`src/rtl/brk_pkg.sv`:
```
package brk_pkg;

    localparam int DATA_W   = 8;
    localparam int MIN_CHAR = 5;
    localparam int LEN_W    = 2;
    localparam int STOP_N   = 2;

    typedef struct packed {
        logic [LEN_W-1:0] len;
        logic             par_en;
        logic             stop2;
    } frame_cfg_t;

    typedef struct packed {
        logic [DATA_W-1:0] data;
        logic              par;
        logic [STOP_N-1:0] stop;
    } frame_t;

    typedef enum logic [1:0] {
        FR_GOOD    = 2'd0,
        FR_FRAMING = 2'd1,
        FR_BREAK   = 2'd2
    } frame_cls_t;

    function automatic logic [DATA_W-1:0] char_mask(input logic [LEN_W-1:0] len);
        logic [DATA_W-1:0] m;
        for (int i = 0; i < DATA_W; i++)
            m[i] = (i < (MIN_CHAR + int'(len)));
        return m;
    endfunction

endpackage

```
`src/rtl/brk_frame_eval.sv`:
```
module brk_frame_eval
    import brk_pkg::*;
(
    input  frame_cfg_t cfg,
    input  frame_t     frm,
    output frame_cls_t cls
);
    logic data_low;
    logic par_low;
    logic stop_all_low;
    logic stop_any_low;

    always_comb begin
        data_low     = ((frm.data & char_mask(cfg.len)) == '0);
        par_low      = !cfg.par_en || !frm.par;
        stop_all_low = !frm.stop[0] && (!cfg.stop2 || !frm.stop[1]);
        stop_any_low = !frm.stop[0] || (cfg.stop2 && !frm.stop[1]);
        if (data_low && par_low && stop_all_low)
            cls = FR_BREAK;
        else if (stop_any_low)
            cls = FR_FRAMING;
        else
            cls = FR_GOOD;
    end
endmodule

```
`src/rtl/brk_line_state.sv`:
```
module brk_line_state (
    input  logic clk,
    input  logic rst,
    input  logic enter_brk,
    input  logic bit_tick,
    input  logic rx_line,
    output logic in_brk,
    output logic brkt_pulse
);
    typedef enum logic {ST_HUNT, ST_BREAK} line_st_t;
    line_st_t st;

    always_ff @(posedge clk) begin
        if (rst) begin
            st         <= ST_HUNT;
            brkt_pulse <= 1'b0;
        end else begin
            brkt_pulse <= 1'b0;
            case (st)
                ST_HUNT:  if (enter_brk) st <= ST_BREAK;
                ST_BREAK: if (bit_tick && rx_line) begin
                    st         <= ST_HUNT;
                    brkt_pulse <= 1'b1;
                end
                default:  st <= ST_HUNT;
            endcase
        end
    end

    assign in_brk = (st == ST_BREAK);
endmodule

```
`src/rtl/brk_detect.sv`:
```
module brk_detect
    import brk_pkg::*;
(
    input  logic              clk,
    input  logic              rst,
    input  logic              rx_line,
    input  logic              bit_tick,
    input  logic [LEN_W-1:0]  cfg_len,
    input  logic              cfg_par_en,
    input  logic              cfg_stop2,
    input  logic              brk_irq_en,
    input  logic              frame_vld,
    input  logic [DATA_W-1:0] frame_data,
    input  logic              frame_par,
    input  logic [STOP_N-1:0] frame_stop,
    output logic              push,
    output logic              push_fe,
    output logic              start_allow,
    output logic              brk_irq,
    output logic              brkt_irq
);
    frame_cfg_t cfg;
    frame_t     frm;
    frame_cls_t cls;
    logic       in_brk;
    logic       take;
    logic       enter_brk;

    assign cfg = '{len: cfg_len, par_en: cfg_par_en, stop2: cfg_stop2};
    assign frm = '{data: frame_data, par: frame_par, stop: frame_stop};

    brk_frame_eval u_eval (
        .cfg (cfg),
        .frm (frm),
        .cls (cls)
    );

    assign take      = frame_vld && !in_brk;
    assign enter_brk = take && (cls == FR_BREAK);

    brk_line_state u_state (
        .clk        (clk),
        .rst        (rst),
        .enter_brk  (enter_brk),
        .bit_tick   (bit_tick),
        .rx_line    (rx_line),
        .in_brk     (in_brk),
        .brkt_pulse (brkt_irq)
    );

    always_ff @(posedge clk) begin
        if (rst) begin
            push    <= 1'b0;
            push_fe <= 1'b0;
            brk_irq <= 1'b0;
        end else begin
            push    <= take && (cls != FR_BREAK);
            push_fe <= take && (cls == FR_FRAMING);
            brk_irq <= enter_brk && brk_irq_en;
        end
    end

    assign start_allow = !in_brk;
endmodule

```
`config.mk`:
```
export PLATFORM = sky130hd
export DESIGN_NAME = brk_detect
export DESIGN_NICKNAME = d
export VERILOG_FILES = /design/src/rtl/brk_pkg.sv /design/src/rtl/brk_frame_eval.sv /design/src/rtl/brk_line_state.sv /design/src/rtl/brk_detect.sv
export SDC_FILE = /design/constraint.sdc
export NUM_CORES = 1
export LEC_CHECK = 0
export BUFFER_PORTS_ARGS = -buffer_cell sky130_fd_sc_hd__clkbuf_2
export CAP_MARGIN = 20
export CORE_AREA = 2 2 39 41
export DETAILED_ROUTE_END_ITERATION = 10
export DIE_AREA = 0 0 41 43
export GPL_TIMING_DRIVEN = 0
export PLACE_DENSITY = 0.51
export SLEW_MARGIN = 20
export SYNTH_ARGS = -nofsm -noshare
export SYNTH_HDL_FRONTEND = slang
export SYNTH_SLANG_ARGS = --single-unit
```
`constraint.sdc`:
```
create_clock -name clk -period 1.6 [get_ports clk]
set_clock_uncertainty 0.2 [all_clocks]
set_input_delay 0.08 -clock clk [delete_from_list [all_inputs] [get_ports clk]]
set_output_delay 0.08 -clock clk [all_outputs]
set_load 0.02 [all_outputs]
```
Yosys cells after proc, flatten, opt, wreduce, memory -nomap -nowiden
Index checks and enable logic that the tools add are counted.

storage, ports and cells
  register bits after elaboration = 5
  logic and storage cells = 46

operators by class
  add/subtract/negate cells = 1
  order comparisons = 8
  equal/unequal tests = 3
  muxes and demuxes = 6
  bitwise operators = 2
  reductions and logical operators = 21

operators by type and width
  cell                 number
  $lt 4x32->1 const A  4
  $lt 3x32->1 const A  2
  $lt 2x32->1 const A  1
  $logic_and 1x1->1    10
  $and 8x8->8          1
  $logic_not 8->1      1
  $logic_not 1->1      6
  $add 3x2->4 const A  1
  $lt 1x4->1 const A   1
  $mux 1               4
  $logic_or 1x1->1     3
  $eq 2x1->1 const B   1
  $eq 2x2->1 const B   1
  $mux 2               1
  $ne 2x2->1 const B   1
  $pmux 1 s2           1
  $reduce_or 2->1      1
  $not 1->1            1

Logic depth before layout (Yosys ltp)
Gate-level depths: netlist of the first run.

  word-level depth = 11
  gate-level depth with buffers = 3
  depth with buffers taken out = 3

Cells and area by module
Synthesis of the first run repeated with hierarchy kept, for this count alone.

unflattened totals
  cell total of the unflattened synthesis = 26
  area total of the unflattened synthesis = 246.5 µm²

by module, submodules not included
  module          instances  cells each  area an instance (µm²)
  brk_detect      1          11          120.1
  brk_line_state  1          5           63.8
  brk_frame_eval  1          10          62.6

Worst setup path after synthesis of the first run
No wires, ideal clock.

  path type = reg2reg
  start = register u_state.st, in the netlist u_state.in_brk
  end = register u_state.st, in the netlist u_state.in_brk
  data arrival time = 0.705 ns
  data required time = 1.316 ns
  path slack = 0.610 ns
  stages on the path, launching flop included = 4
  path buffers = 0
  path through = dfxtp_1 > nor2_1 > nand2_1 > o31ai_2

on the way
  cells in the longest elaborated chain, start to end = 5
  elaborated cells on any way between the ends = 6
  classes of those cells = 2 x mux; 1 x bitwise; 3 x reduce/logical

ends and longest elaborated chain
  element                   RTL line              text
  start: declaration        brk_line_state.sv:11  line_st_t st;
  start signal: assignment  brk_line_state.sv:15  st <= ST_HUNT;
  start signal: assignment  brk_line_state.sv:20  ST_HUNT: if (enter_brk) st <= ST_BREAK;
  start signal: assignment  brk_line_state.sv:22  st <= ST_HUNT;
  $logic_not 1->1           brk_detect.sv:38      assign take = frame_vld && !in_brk;
  $logic_and 1x1->1         brk_detect.sv:38
  $logic_and 1x1->1         brk_detect.sv:39      assign enter_brk = take && (cls == FR_BREAK);
  $mux 1                    brk_line_state.sv:20
  $pmux 1 s2 (*)            brk_line_state.sv:19  case (st)

Every way passes the cells marked *; elsewhere a longest branch is shown, timed or not.
A chain may end at the register's enable or synchronous reset.

Final worst setup path of the first run
  start = input port rst
  end = register u_state.brkt_pulse

on the way
  cells in the longest elaborated chain, start to end = 1

ends and longest elaborated chain
  element                    RTL line              text
  start: declaration         brk_detect.sv:5       input logic rst,
  $reduce_or 2->1 (no line)  --
  end signal: assignment     brk_line_state.sv:16  brkt_pulse <= 1'b0;
  end signal: assignment     brk_line_state.sv:18  brkt_pulse <= 1'b0;
  end signal: assignment     brk_line_state.sv:23  brkt_pulse <= 1'b1;
  end: declaration           brk_line_state.sv:8   output logic brkt_pulse

Every way passes these cells.

==> results.py, run 1 <==
metrics = {
    "detailed_routing": {
        "wirelength_um": 732,
        "ant_nets": 0,
        "drc": 0,
        "dr.pass1.iters": 2,
        "drtIter0Drc": 2,
        "dr_total_vias": 354,
        "wl_per_cell_um": 8.41,
        "viasPerCell": 4.07,
    },
    "die": {
        "die_w_um": 41,
        "die_area_um2": 1760,
        "rows": 14,
        "io_pins": 26,
        "start_util_pct": 18.8,
        "die_h_um": 43,
        "core_area_um2": 1380,
    },
    "worst_setup_path": {
        "r2r_slack_ns": 0.21,
        "endpoint_kind": "flop",
        "reg2reg_depth": 3,
        "endpoint": "u_state.brkt_pulse$_SDFF_PP0_",
        "cp_max_fo": 3,
        "timing.critical_path.mode_cell": "dlygate4sd3_1",
        "crit_required_ns": 1.58,
        "crit_chain": "dlygate4sd3_1, clkbuf_2, nor3_1, dlygate4sd3_1",
        "worstSetupPathType": "in -> reg",
        "worstPathArrival_ns": 1.44,
        "cp_slowest_cell": "dlygate4sd3_1",
        "crit_start": "rst",
        "startpoint_type": "primary input",
        "r2r-start": "u_state.in_brk$_SDFF_PP0_",
        "rr_endpoint": "u_state.brkt_pulse$_SDFF_PP0_",
        "slowest_delay_ns": 0.56,
    },
    "yosys": {
        "synth_cell_types": 16,
        "synthArstFlopShare_pct": 0,
        "syn_area_um2": 260,
        "ys_ff_latch": 5,
        "yosys_most_used_dff": "dfxtp_1",
        "synth_area_leaders": "dfxtp_1 38%, nor4_2 9.6%, nand2_1 7.2%, a221oi_2 5.8%, o2111ai_2 5.8%",
        "synth_top_area_cell": "dfxtp_1",
        "syn_inst": 28,
        "ys_warn_count": 0,
        "synthTopCellsByCount": "5 x dfxtp_1, 5 x nand2_1, 3 x inv_1",
        "ys_seq_area_share_pct": 38.5,
        "synth_top_area_share_pct": 38.5,
        "syn_area_per_cell_um2": 9.29,
        "synth_edf_count": 0,
        "synth_fp_nets": 49,
    },
    "outcome": {
        "violations": "hold timing",
        "status": "finished with violations",
    },
    "place": {
        "dp_hpwl_um": 530,
        "gp_congestion": 0.627,
        "port_buffers": 25,
        "placed_area_um2": 405,
    },
    "final_layout": {
        "drive_above_1_share_pct": 47.9,
        "syn_to_final_growth_pct": 120,
        "final_area_um2": 572,
        "diodes": 0,
        "fin_nets": 93,
    },
    "sta": {
        "whs_ns": -0.0505,
        "period_needed_ns": 1.46,
        "tightest_slew_ns": 0.257,
        "fmax_ghz": 0.687,
        "tns_ns": 0,
        "slew_headroom_pct": 82.7,
        "slew_violations": 0,
        "hold_viol_final": 2,
        "rsz0062_at_grt": "false",
        "setup_violations": 0,
        "final.period_utilization_pct": 91.0,
    },
    "global_routing": {
        "grt_overflow": 0,
        "grt_pass1_vias": 369,
        "grt_pass1_wl_um": 1260,
        "grt_max_degree": 5,
        "antenna_found_initial": 0,
        "grt_util_all_layers_pct": 10.3,
    },
    "clock_network": {
        "clock_path_buffers": 2,
        "h-tree-depth": 1,
        "cts_tree": "done",
        "root_buffer": "clkbuf_4",
        "cts-resized-gates": 0,
        "cts_buffers": 3,
        "clock_latency_ns": 0.24,
        "cts.sinks": 5,
        "clk_pin_slew_ns": 0.04,
    },
    "hold_path": {
        "hp-class": "in -> reg",
    },
    "run": {
        "max-cap-violations": 0,
    },
    "power_and_ir_drop": {
        "vdd_drop_max_v": 0.000152,
        "power_uw": 352,
        "power_leakage_nw": 0.272,
        "p_per_area_nw_per_um2": 616,
    },
}
## registers in the layout (all words and copies together), names as in the netlist
name / count
brk_irq: 1
push: 1
push_fe: 1
u_state.brkt_pulse: 1
u_state.in_brk: 1
## per-stage QoR
step	hold WS, ns	setup WS, ns	utilization, %	std cells
floorplan	-0.0432	0.610	-	28
global placement	0.0778	0.512	29.3	69
detailed placement	0.0775	0.515	29.3	69
CTS	0.00389	0.0362	42.8	89
global route	0.00414	0.113	41.3	87
finish	-0.0505	0.144	41.3	87
## critical path: cells and delay by family
family                 cells  cell delay [ns]
buffers and inverters      3             1.21
AND/OR/NAND/NOR            1             0.15
## layout make-up
class / instances / area (um^2)
fillers: 141 / 812
multi-input cells: 20 / 149
clock buffers: 4 / 26.3
inverters: 3 / 11.3
flip-flops and latches: 5 / 100
well taps: 16 / 20.0
repair buffers: 39 / 265
## metal layers
layer	up-vias	GRT usage [%]	share of wire [%]
met5	-	0	0
met4	0	6.00	0
met3	0	3.14	7.4
met2	14	17.8	54
met1	152	9.90	39
li1	188	-	-
## cell families after synthesis
logic type	after synthesis	share of synthesized area, %
and+or+nand+nor	13	29.3
buffers and inverters	3	4.33
AOI/OAI and AO/OA	7	27.9
DFF	5	38.5
## cells in the final DEF (no fill, tap or decap), drive strengths merged
master / n
nand3b: 1
dfxtp: 5
o31ai: 1
nand2: 5
nor2: 2
nor4: 2
o2111ai: 1
and2: 1
inv: 3
clkbuf: 29
a221oi: 1
dlygate4sd3: 14
nand2b: 1
a21oi: 2
o21ai: 1
nor3: 1
o2111a: 1
## worst min path at each step
stage | depth (start not counted) | from | to | slack [ns]
after floorplan | 1 | rst | u_state.brkt_pulse$_SDFF_PP0_ | -0.04
after global placement | 2 | rst | u_state.brkt_pulse$_SDFF_PP0_ | 0.08
after detailed placement | 2 | rst | u_state.brkt_pulse$_SDFF_PP0_ | 0.08
after CTS | 4 | cfg_par_en | brk_irq$_SDFF_PP0_ | 0.004
after global routing | 3 | frame_stop[1] | push_fe$_SDFF_PP0_ | 0.004
final | 3 | frame_stop[1] | push_fe$_SDFF_PP0_ | -0.05
## report_power, final
group	internal [mW]	switching, mW	total, mW	leakage (nW)
clock	0.0942	0.0506	0.145	0.0150
combinational	0.0479	0.0311	0.0790	0.216
sequential	0.128	0.000645	0.128	0.0407
total	0.270	0.0824	0.352	0.272
## what timing repair did
item                                    4_1_cts  5_1_grt
endpoints found under the setup margin        0        2
buffers inserted                              0        0
hold buffers                                 16        0
endpoints found under the hold margin         5        0
Power figures use the tool's default switching activity.
==> run 2, diff against run 1 <==
Settings changed: MAX_ROUTING_LAYER from default to met4.
Clock period 1.6 ns to 1.58 ns, I/O delays scaled along.
==> run 2 against run 1 <==
  * Via count up 0.56%
  * The flow still finishes with violations (hold timing)
  * Critical path type unchanged
  * Highest routed layer is now met4
  * Design area did not move
  * First-iteration DRC count fell by 50%
==> results.py, run 2 (synthesized netlist as in run 1, its figures left out) <==
metrics = {
    "sta": {
        "fmax_ghz": 0.685,
        "slew_headroom_pct": 82.7,
        "whs_ns": -0.00374,
        "final.period_utilization_pct": 92.4,
        "tns_ns": 0,
        "period_needed_ns": 1.46,
        "rsz0062_at_grt": "false",
        "slew_violations": 0,
        "setup_violations": 0,
        "tightest_slew_ns": 0.257,
        "hold_viol_final": 1,
    },
    "place": {
        "dp.cells": 69,
        "port_buffers": 25,
        "dp_hpwl_um": 530,
        "gp_congestion": 0.632,
    },
    "global_routing": {
        "grt_use_met1_pct": 9.90,
        "grt-busiest-layer": "met2",
        "antenna_found_initial": 0,
        "grt_overflow": 0,
        "grt_max_degree": 5,
        "grt_use_met3_pct": 3.14,
        "grtUsageMet2_pct": 18.1,
        "grt_pass1_vias": 368,
        "grt_pass1_wl_um": 1260,
        "grt_util_all_layers_pct": 10.7,
    },
    "detailed_routing": {
        "wirelength_um": 756,
        "ant_nets": 0,
        "drtIter0Drc": 1,
        "viasPerCell": 4.09,
        "dr_total_vias": 356,
        "dr.pass1.iters": 2,
        "wl_per_cell_um": 8.69,
        "drc": 0,
    },
    "final_layout": {
        "diodes": 0,
        "fin_nets": 93,
        "syn_to_final_growth_pct": 120,
        "final_common_cell": "clkbuf_2",
        "final_cell_mix": "25 x clkbuf_2, 14 x dlygate4sd3_1, 5 x nand2_1, 5 x dfxtp_1",
        "final_util_pct": 41.3,
        "final-instance-count-excl-fill": 87,
        "drive_above_1_share_pct": 47.9,
    },
    "die": {
        "rows": 14,
        "io_pins": 26,
        "die_h_um": 43,
        "die_area_um2": 1760,
        "core_area_um2": 1380,
        "die_w_um": 41,
        "start_util_pct": 18.8,
    },
    "worst_setup_path": {
        "timing.critical_path.mode_cell": "dlygate4sd3_1",
        "reg2reg_depth": 3,
        "rr_endpoint": "u_state.brkt_pulse$_SDFF_PP0_",
        "worstPathArrival_ns": 1.44,
        "cp_num_cells": 4,
        "crit_buf_inv": 3,
        "r2r-start": "u_state.in_brk$_SDFF_PP0_",
        "cp_slowest_cell": "dlygate4sd3_1",
        "startpoint_type": "primary input",
        "cp_max_fo": 3,
        "worstSetupPathType": "in -> reg",
        "slowest_delay_ns": 0.56,
        "crit_chain": "dlygate4sd3_1, clkbuf_2, nor3_1, dlygate4sd3_1",
        "crit_required_ns": 1.56,
        "cpLargestDelayFamily": "buffers and inverters",
        "endpoint_kind": "flop",
        "r2r_slack_ns": 0.19,
    },
    "outcome": {
        "status": "finished with violations",
        "violations": "hold timing",
    },
    "clock_network": {
        "clock_path_buffers": 2,
        "h-tree-depth": 1,
        "root_buffer": "clkbuf_4",
        "clock_latency_ns": 0.24,
        "clk_pin_slew_ns": 0.04,
        "cts.sinks": 5,
        "cts_buffers": 3,
        "cts_tree": "done",
    },
    "hold_path": {
        "min_path_cells": 4,
        "hp-class": "in -> reg",
        "hold_end": "u_state.in_brk$_SDFF_PP0_",
        "hold_start": "bit_tick",
    },
    "power_and_ir_drop": {
        "power_leakage_nw": 0.272,
        "vdd_drop_max_v": 0.000152,
        "p_per_area_nw_per_um2": 623,
    },
    "run": {
        "max-cap-violations": 0,
    },
}
==> run 2: final cells by class <==
cell class / instances / area, um^2
Fill cell: 144 / 812
Timing Repair Buffer: 39 / 265
Multi-Input combinational cell: 20 / 149
Sequential cell: 5 / 100
Clock buffer: 4 / 26.3
Tap cell: 16 / 20.0
Inverter: 3 / 11.3
==> run 2: layer usage <==
layer	wire length, um	vias up
li1	-	188
met1	278	152
met2	418	14
met3	50	2
met4	8	0
met5	0	-
==> run 2: per-stage QoR <==
stage | area, um^2 | power (mW) | setup WS [ns]
floorplan | 260 | 0.155 | 0.590
global placement | 405 | 0.187 | 0.493
detailed placement | 405 | 0.188 | 0.496
CTS | 582 | 0.362 | 0.0172
global route | 572 | 0.378 | 0.0935
finish | 572 | 0.356 | 0.120
==> run 2: how the worst max path moves through the flow <==
| stage | start | to | slack (ns) |
|---|---|---|---|
| global placement | frame_data[1] | push$_SDFF_PP0_ | 0.49 |
| finish | rst | u_state.brkt_pulse$_SDFF_PP0_ | 0.12 |
| global route | rst | u_state.brkt_pulse$_SDFF_PP0_ | 0.09 |
| CTS | rx_line | u_state.in_brk$_SDFF_PP0_ | 0.02 |
| detailed placement | frame_data[1] | push$_SDFF_PP0_ | 0.50 |
| floorplan | u_state.in_brk$_SDFF_PP0_ | u_state.in_brk$_SDFF_PP0_ | 0.59 |
==> run 2: where the power goes <==
part           total, mW  internal (mW)  switching, mW
Sequential         0.130          0.129       0.000655
Combinational     0.0805         0.0485         0.0319
Clock              0.146         0.0953         0.0504
==> run 2: worst min-delay path: stages <==
cell,delay [ns]
clkbuf_2,0.08
nand2_1,0.08
nand3b_1,0.10
o31ai_2,0.06
==> run 2: what timing repair did <==
action,in CTS,in global routing
endpoints found under the setup margin,0,1
endpoints found under the hold margin,5,0
setup buffers,0,0
resized for setup,0,0
hold buffers,15,0
